===== src/rtl/rrr_pkg.sv =====
package rrr_pkg;
  localparam int REG_W   = 32;
  localparam int CAUSE_W = 4;
  localparam int IDX_W   = 4;

  localparam int CB_POR = 0;
  localparam int CB_LPX = 1;
  localparam int CB_NDM = 2;
  localparam int CB_HWR = 3;

  typedef enum logic [1:0] {
    HINT_NONE   = 2'd0,
    HINT_LOWPWR = 2'd1,
    HINT_PERIPH = 2'd2
  } hint_e;

  typedef enum logic [1:0] {
    SEL_CAUSE = 2'd0,
    SEL_CTRL  = 2'd1,
    SEL_CNT   = 2'd2,
    SEL_WORD  = 2'd3
  } sel_e;
endpackage


===== src/rtl/rrr_cause.sv =====
module rrr_cause
  import rrr_pkg::*;
(
  input  logic               clk_i,
  input  logic               rst_ni,
  input  logic               cpu_rst_ni,
  input  logic [1:0]         hint_i,
  input  logic               ndm_req_i,
  input  logic               clr_we_i,
  input  logic [CAUSE_W-1:0] clr_mask_i,
  output logic [CAUSE_W-1:0] cause_o
);
  logic               armed_q;
  logic [CAUSE_W-1:0] cause_q, set_vec, clr_vec;

  always_ff @(posedge clk_i or negedge rst_ni) begin
    if (!rst_ni) armed_q <= 1'b0;
    else if (cpu_rst_ni) armed_q <= 1'b1;
  end

  always_comb begin
    set_vec = '0;
    if (armed_q && !cpu_rst_ni) begin
      case (hint_i)
        HINT_NONE:   set_vec[CB_NDM] = ndm_req_i;
        HINT_LOWPWR: set_vec[CB_LPX] = 1'b1;
        HINT_PERIPH: set_vec[CB_HWR] = 1'b1;
        default:     set_vec = '0;
      endcase
    end
  end

  assign clr_vec = clr_we_i ? clr_mask_i : '0;

  always_ff @(posedge clk_i or negedge rst_ni) begin
    if (!rst_ni) cause_q <= CAUSE_W'(1) << CB_POR;
    else cause_q <= (cause_q & ~clr_vec) | set_vec;
  end

  assign cause_o = cause_q;

  AST_MUTED_UNTIL_ARMED: assert property (@(posedge clk_i) disable iff (!rst_ni)
    (!armed_q && !clr_we_i) |=> $stable(cause_q)) else $error("muted");
  AST_LOWPWR_SET: assert property (@(posedge clk_i) disable iff (!rst_ni)
    (armed_q && !cpu_rst_ni && hint_i == HINT_LOWPWR) |=> cause_q[CB_LPX]) else $error("lpx");
  AST_NDM_BLOCKED: assert property (@(posedge clk_i) disable iff (!rst_ni)
    (hint_i != HINT_NONE && !cause_q[CB_NDM]) |=> !cause_q[CB_NDM]) else $error("ndm");
  AST_IDLE_NO_SET: assert property (@(posedge clk_i) disable iff (!rst_ni)
    cpu_rst_ni |=> ((cause_q & ~$past(cause_q)) == '0)) else $error("idle");
endmodule


===== src/rtl/rrr_dump.sv =====
module rrr_dump
  import rrr_pkg::*;
#(
  parameter int DEPTH = 4
) (
  input  logic             clk_i,
  input  logic             rst_ni,
  input  logic             cpu_rst_ni,
  input  logic             ctrl_we_i,
  input  logic [REG_W-1:0] ctrl_wdata_i,
  input  logic             in_valid_i,
  output logic             in_ready_o,
  input  logic [REG_W-1:0] in_data_i,
  output logic             en_o,
  output logic [IDX_W-1:0] idx_o,
  output logic [IDX_W-1:0] cnt_o,
  output logic [REG_W-1:0] word_o
);
  localparam int CNT_W = $clog2(DEPTH + 1);

  logic             en_q, restart, accept;
  logic [IDX_W-1:0] idx_q, cnt_ext;
  logic [CNT_W-1:0] cnt_q;
  logic [REG_W-1:0] mem_q [DEPTH];

  assign restart    = ctrl_we_i && ctrl_wdata_i[0] && !en_q && cpu_rst_ni;
  assign in_ready_o = en_q && (cnt_q < CNT_W'(DEPTH));
  assign accept     = in_valid_i && in_ready_o;
  assign cnt_ext    = IDX_W'(cnt_q);

  always_ff @(posedge clk_i or negedge rst_ni) begin
    if (!rst_ni) begin
      en_q  <= 1'b0;
      idx_q <= '0;
    end else begin
      if (ctrl_we_i) idx_q <= ctrl_wdata_i[7:4];
      if (!cpu_rst_ni) en_q <= 1'b0;
      else if (ctrl_we_i) en_q <= ctrl_wdata_i[0];
    end
  end

  always_ff @(posedge clk_i or negedge rst_ni) begin
    if (!rst_ni) cnt_q <= '0;
    else if (restart) cnt_q <= '0;
    else if (accept) cnt_q <= cnt_q + CNT_W'(1);
  end

  for (genvar i = 0; i < DEPTH; i++) begin : g_slot
    always_ff @(posedge clk_i or negedge rst_ni) begin
      if (!rst_ni) mem_q[i] <= '0;
      else if (accept && cnt_q == CNT_W'(i)) mem_q[i] <= in_data_i;
    end
  end

  always_comb begin
    word_o = '0;
    for (int i = 0; i < DEPTH; i++)
      if (idx_q == IDX_W'(i) && IDX_W'(i) < cnt_ext) word_o = mem_q[i];
  end

  assign en_o  = en_q;
  assign idx_o = idx_q;
  assign cnt_o = cnt_ext;

  AST_NO_OVERFLOW: assert property (@(posedge clk_i) disable iff (!rst_ni)
    cnt_q <= CNT_W'(DEPTH)) else $error("overflow");
  AST_EN_DROPS: assert property (@(posedge clk_i) disable iff (!rst_ni)
    !cpu_rst_ni |=> !en_q) else $error("en");
  AST_READ_ZERO: assert property (@(posedge clk_i) disable iff (!rst_ni)
    (idx_q >= cnt_ext) |-> (word_o == '0)) else $error("zero");
  AST_NO_TAKE_IDLE: assert property (@(posedge clk_i) disable iff (!rst_ni)
    (!en_q && !restart) |=> $stable(cnt_q)) else $error("take");
endmodule


===== src/rtl/rst_reason_rec.sv =====
module rst_reason_rec
  import rrr_pkg::*;
#(
  parameter int DUMP_DEPTH = 4
) (
  input  logic        clk_i,
  input  logic        rst_ni,
  input  logic        cpu_rst_ni,
  input  logic [1:0]  pm_hint_i,
  input  logic        ndm_req_i,
  input  logic        reg_we_i,
  input  logic [3:0]  reg_addr_i,
  input  logic [31:0] reg_wdata_i,
  output logic [31:0] reg_rdata_o,
  input  logic        dump_valid_i,
  output logic        dump_ready_o,
  input  logic [31:0] dump_data_i
);
  logic [CAUSE_W-1:0] cause;
  logic               en;
  logic [IDX_W-1:0]   idx, cnt;
  logic [REG_W-1:0]   word;
  logic [1:0]         sel;

  assign sel = reg_addr_i[3:2];

  rrr_cause u_cause (
    .clk_i, .rst_ni, .cpu_rst_ni,
    .hint_i     (pm_hint_i),
    .ndm_req_i,
    .clr_we_i   (reg_we_i && sel == SEL_CAUSE),
    .clr_mask_i (reg_wdata_i[CAUSE_W-1:0]),
    .cause_o    (cause)
  );

  rrr_dump #(.DEPTH(DUMP_DEPTH)) u_dump (
    .clk_i, .rst_ni, .cpu_rst_ni,
    .ctrl_we_i    (reg_we_i && sel == SEL_CTRL),
    .ctrl_wdata_i (reg_wdata_i),
    .in_valid_i   (dump_valid_i),
    .in_ready_o   (dump_ready_o),
    .in_data_i    (dump_data_i),
    .en_o         (en),
    .idx_o        (idx),
    .cnt_o        (cnt),
    .word_o       (word)
  );

  always_comb begin
    case (sel)
      SEL_CAUSE: reg_rdata_o = REG_W'(cause);
      SEL_CTRL:  reg_rdata_o = REG_W'({idx, 3'b000, en});
      SEL_CNT:   reg_rdata_o = REG_W'(cnt);
      default:   reg_rdata_o = word;
    endcase
  end
endmodule


===== config.mk =====
export PLATFORM = sky130hd
export DESIGN_NAME = rst_reason_rec
export DESIGN_NICKNAME = d
export VERILOG_FILES = /design/src/rtl/rrr_pkg.sv /design/src/rtl/rrr_cause.sv /design/src/rtl/rrr_dump.sv /design/src/rtl/rst_reason_rec.sv
export SDC_FILE = /design/constraint.sdc
export NUM_CORES = 1
export LEC_CHECK = 0
export BUFFER_PORTS_ARGS = -buffer_cell sky130_fd_sc_hd__buf_2
export CAP_MARGIN = 10
export CORE_AREA = 2 2 123 125
export DETAILED_ROUTE_END_ITERATION = 10
export DIE_AREA = 0 0 125 127
export PLACE_DENSITY = 0.72
export SLEW_MARGIN = 20
export SYNTH_ARGS = -nofsm -noshare
export SYNTH_HDL_FRONTEND = slang
export SYNTH_SLANG_ARGS = --single-unit

===== constraint.sdc =====
create_clock -name clk_i -period 4.7 [get_ports clk_i]
set_clock_uncertainty 0.05 [all_clocks]
set_input_delay 1.175 -clock clk_i [delete_from_list [all_inputs] [get_ports clk_i]]
set_output_delay 1.175 -clock clk_i [all_outputs]
set_load 0.05 [all_outputs]

# After elaboration in Yosys (flattened, before gate mapping)
# Cells that the tools add are included.
word_totals:
  latch_bits: 0
  romBits: 0
  out_inout_bits: 33
  inputBits: 76
  ram_bits: 0
  mem_count: 0
  elab_cells: 66
  register_bits: 141
op_classes:
  n_bitwise: 3
  n_reduce_logical: 23
  shift: 0
  n_mul: 0
  add_sub_neg: 1
  muxes: 14
  n_lt_le_gt_ge: 5
  eq_ne: 11
  div: 0
ops:
  columns: ["cell", "count"]
  rows:
  - ["2-to-1 mux 32 bit", 4]
  - ["case mux 32 bit (3 select lines)", 1]
  - ["logical AND 1 bit", 16]
  - ["== test 4 x 2 -> 1 bit, second input constant", 2]
  - ["2-to-1 mux 4 bit", 2]
  - ["== test 3 x 2 -> 1 bit, second input constant", 2]
  - ["less-than comparator 1 x 3 -> 1 bit, first input constant", 2]
  - ["less-than comparator 2 x 3 -> 1 bit, first input constant", 2]
  - ["2-to-1 mux 3 bit", 2]
  - ["2-to-1 mux 1 bit", 5]
  - ["bitwise AND 4 bit", 1]
  - ["== test 2 x 1 -> 1 bit, second input constant", 2]
  - ["== test 2 bit, second input constant", 2]
  - ["== test 4 x 1 -> 1 bit, second input constant", 1]
  - ["logical NOT 2 bit", 2]
  - ["logical NOT 4 bit", 1]
  - ["inverter 4 bit", 1]
  - ["OR 4 bit", 1]
  - ["adder 3 x 1 -> 3 bit, second input constant", 1]
  - ["== test 3 x 1 -> 1 bit, second input constant", 1]
  - ["logical NOT 3 bit", 1]
  - ["less-than comparator 3 bit, second input constant", 1]
  - ["logical NOT 1 bit", 2]
  - ["!= test 2 x 1 -> 1 bit, second input constant", 1]
  - ["nonzero test 2 bit", 1]

# Longest topological paths before layout
logic_depth:
  depth_word: 7
  mapped_depth: 7
  mapped_depth_nobuf: 4

# Modules after synthesis
# From an unflattened synthesis, not the netlist that was laid out.
hier_totals:
  cells_unflattened: 531
  hier_area_um2: 6637.6
modules_own_cells:
  columns: ["mod", "seq_area_each_um2", "area_per_inst_um2", "cells_each", "n_inst"]
  rows:
  - ["rrr_dump", 3403.3, 6069.6, 465, 1]
  - ["rst_reason_rec", 0.0, 364.1, 50, 1]
  - ["rrr_cause", 126.4, 203.9, 16, 1]

# Least setup slack after synthesis
# No wires, ideal clock.
synth_timing:
  path_type: "input -> output"
  start: "input port reg_addr_i[3]"
  end: "output port reg_rdata_o[11]"
  required_ns: 3.475
  setup_slack_ns: 0.652
  path_buffers: 3
  path_stages: 6
  arrival_ns: 2.823
  cell_sequence: "buf_2 > and2_1 > clkbuf_1 > clkbuf_1 > o21ai_0 > a21oi_1"
synth_via:
  elab_chain_cells: 2
  elab_cells_between_ends: 4
  classes_between: "eq/ne (2); mux (1); reduce/logical (1)"
synth_lines:
  columns: ["item", "line", "rtl"]
  rows:
  - ["start, declared", "rst_reason_rec.sv:12", "input logic [3:0] reg_addr_i,"]
  - ["== test 2 bit, or another cell as far along", "rst_reason_rec.sv:50", "case (sel)"]
  - ["case mux 32 bit (3 select lines) *", "rst_reason_rec.sv:50", null]
  - ["end, declared", "rst_reason_rec.sv:14", "output logic [31:0] reg_rdata_o,"]
# Every way passes the cells marked *; elsewhere a longest branch is shown, timed or not.

# Final worst setup path
layout_timing:
  start: "register u_dump.idx_q[3], in the netlist u_dump.idx_o[3]"
  end: "output port reg_rdata_o[11]"
layout_via:
  elab_chain_cells: 7
  elab_cells_between_ends: 13
  classes_between: "eq/ne (3); mux (5); reduce/logical (5)"
layout_lines:
  columns: ["item", "line", "rtl"]
  rows:
  - ["start, declared", "rrr_dump.sv:22", "logic [IDX_W-1:0] idx_q, cnt_ext;"]
  - ["start signal, assigned", "rrr_dump.sv:36", "if (ctrl_we_i) idx_q <= ctrl_wdata_i[7:4];"]
  - ["logical NOT 4 bit", "rrr_dump.sv:58", "if (idx_q == IDX_W'(i) && IDX_W'(i) < cnt_ext) word_o = mem_q[i];"]
  - ["logical AND 1 bit", "rrr_dump.sv:58", null]
  - ["2-to-1 mux 32 bit (3 in a row)", "rrr_dump.sv:58", null]
  - ["2-to-1 mux 32 bit *", "rrr_dump.sv:58", null]
  - ["case mux 32 bit (3 select lines) *", "rst_reason_rec.sv:50", null]
# Marks and branches as above.

==> impl_metrics.toml <==
[place]
place_inst = 745
io_buffers = 82
gp_congestion = 0.7768
hpwl_mm = 9.546

[cts]
clk_latency_ns = 0.42
cts_tree = "yes"
cts.sinks = 141
hold_buffers = 0
cts_root_buffer = "clkbuf_16"
cts_resized = 0
cts_max_path_buffers = 2
numCtsBuffers = 17
cts.clk_slew.worst_paths_ns = 0.06
cts_max_level = 4
post_cts_buffers = 0

[synthesis]
ys_warn_count = 0
yosysTopAreaCellShare_pct = 54.56
yosysTopAreaCell = "dfrtp_1"
syn_avg_cell_area_um2 = 12.77
ys_seq_area_share_pct = 54.97
netlist_area_um2 = 6421
synth_cell_types = 41
synth_area_leaders = "dfrtp_1, mux2_2, a221oi_1"
synth-edff-count = 0
ys.flop_type = "dfrtp_1"
synth_cells = 503
syn_nets = 582
ys_ff_latch = 141
synthArstFlopShare_pct = 100.0

[routing]
ant_nets = 0
wl_met2_mm = 7.788
wl_met3_um = 746
drtPass1Iterations = 4
wl_per_cell_um = 19.80
post_drt_via_cell_ratio = 5.804
drc_errors = 0
wl_met1_mm = 6.597
highest_layer = "met4"
vias = 4510
drt_iter0_drc = 291
wirelength_mm = 15.39

[timing]
finalSetupTns_ns = 0
period_minus_slack_ns = 3.887
hold_viol_final = 0
slew-limit-headroom_pct = 35.86
drv_slew = 0
finalSetupViolCount = 0
tightest_slew_ns = 0.9587
maxClockFrequency_ghz = 0.2573
rsz0062_at_grt = "no"
timing.final.crit_share_pct = 82.70

[die]
start_util_pct = 44.52
die-area_um2 = 15880
io_pins = 109
fp.dieH_um = 127
core-area_um2 = 14420
num_rows = 44
die_width_um = 125

[global_routing]
grt_pass1_vias = 4786
grtUsageTotal_pct = 20.15
grt_start_max_net_pins = 71
antenna_found_initial = 0
grt_overflow = 0
grt_pass1_wl_mm = 24.99

[final_layout]
diodes = 0
final_cells = 777
final_common_cell = "dfrtp_1"
syn_to_final_growth_pct = 18.69
nFillCells = 1235
drive_gt1_share_pct = 45.19
nets = 659
layout_common_cells = "dfrtp_1, mux2_2, buf_2"

[power]
peakVddDrop_uv = 287.5
clkPwrFrac_pct = 37.6
power_w = 0.003720
combPwrFrac_pct = 15.5
power.switching_w = 0.001003
p_leak_nw = 3.585
p_int_w = 0.002717
pwr-share-seq_pct = 47.0
swShare_pct = 26.95
p_per_area_nw_per_um2 = 488.1

[outcome]
status = "complete, no violations"

[job]
cap_violations = 0

[critical_path]
endpoint_kind = "output pin"
worst-endpoint-required_ns = 3.47
cp_data_arrival_time_ns = 2.66
critPathMaxFanout = 24
start_kind = "flip-flop"
path_class = "flip-flop to output pin"

[worst_hold_path]
min_path_type = "flip-flop to flip-flop"
==> worst paths after layout <==
path,startpoint,depth (start not counted),slack [ns],to
setup / recovery,u_dump.idx_o[3],6,0.81,reg_rdata_o[11]
hold / removal,u_cause.armed_q,1,0.42,u_cause.armed_q
setup reg to reg,u_dump.cnt_q[2],3,2.39,u_dump.mem_q[110]
hold reg to reg,u_cause.armed_q,1,0.42,u_cause.armed_q
max in group asynchronous,rst_ni,2,2.94,u_dump.mem_q[82]
min in group asynchronous,rst_ni,1,0.69,u_dump.mem_q[106]
==> kinds of logic (layout without fill, tap and decap cells) <==
| logic type | Yosys count | after routing | share of synthesized area, % |
|---|---|---|---|
| XOR/XNOR | 1 | 1 | 0.1364 |
| adder cells (fa/ha/maj) | 3 | 3 | 0.5846 |
| multiplexers | 135 | 135 | 23.62 |
| AO/OA/AOI/OAI | 115 | 115 | 11.94 |
| AND/OR/NAND/NOR | 66 | 66 | 5.320 |
| flip-flops | 141 | 141 | 54.97 |
| buffers and inverters | 42 | 132 | 3.429 |
==> synth_stat cells (2+ instances only) <==
library cell  instances
nand3_1               2
buf_2                22
clkbuf_1             11
o21ai_0              32
a221oi_1             31
mux2_2              128
nor3_1                2
nor2_1                6
nand2_1              38
ha_1                  3
nor2b_1               4
dfrtp_1             140
a21oi_1              27
o211ai_1              7
mux2i_1               3
mux2_1                4
and2_1                3
a21boi_0              2
o2111ai_1             7
buf_6                 4
a22oi_1               2
a32o_1                2
or2_2                 3
inv_1                 3
==> sequential cells by signal, indices dropped and copies added, names as in the netlist <==
signal	cells
u_dump.cnt_q	3
u_dump.idx_o	4
u_cause.armed_q	1
u_dump.mem_q	128
u_cause.cause_o	4
u_dump.en_o	1
==> layout make-up <==
type | count | area [um2] | share of cell area, %
inverter | 3 | 11.26 | 0.1478
clock inverter | 13 | 177.7 | 2.331
timing repair buffer | 97 | 529.3 | 6.945
sequential | 141 | 3530 | 46.31
multi-input combinational | 320 | 2700 | 35.43
tap | 184 | 230.2 | 3.021
clock buffer | 19 | 442.9 | 5.812
==> power groups by stage <==
stage | combinational, W | clock, W | sequential [W]
floorplan | 0.000451 | 0 | 0.00169
global placement | 0.000547 | 0 | 0.00173
detailed placement | 0.000580 | 0 | 0.00176
CTS | 0.000584 | 0.00143 | 0.00174
global route | 0.000630 | 0.00149 | 0.00178
finish | 0.000575 | 0.00140 | 0.00175
==> routing by layer <==
metal | global-route usage [%] | vias up
li1 | - | 2025
met5 | 0 | -
met1 | 25.21 | 2334
met4 | 7.386 | 0
met3 | 5.193 | 21
met2 | 34.05 | 130
==> worst max-delay path, cell delays in order, from the launching register on <==
cell      delay, ns
dfrtp_1        0.44
nor2_1         0.27
and3_1         0.44
buf_4          0.41
a221oi_1       0.09
a21oi_1        0.26
buf_2          0.31
==> through the flow <==
stage	hold WS (ns)	setup slack (ns)	util [%]	instance area, um2
2_1_floorplan	0.3778	0.6518	-	6421
3_3_place_gp	0.3937	0.9659	48.53	7000
3_5_place_dp	0.4047	0.9803	48.53	7000
4_1_cts	0.4224	0.8020	52.84	7621
5_1_grt	0.4357	0.6587	52.84	7621
6_report	0.4213	0.8129	52.84	7621
Power figures use the tool's default switching activity.
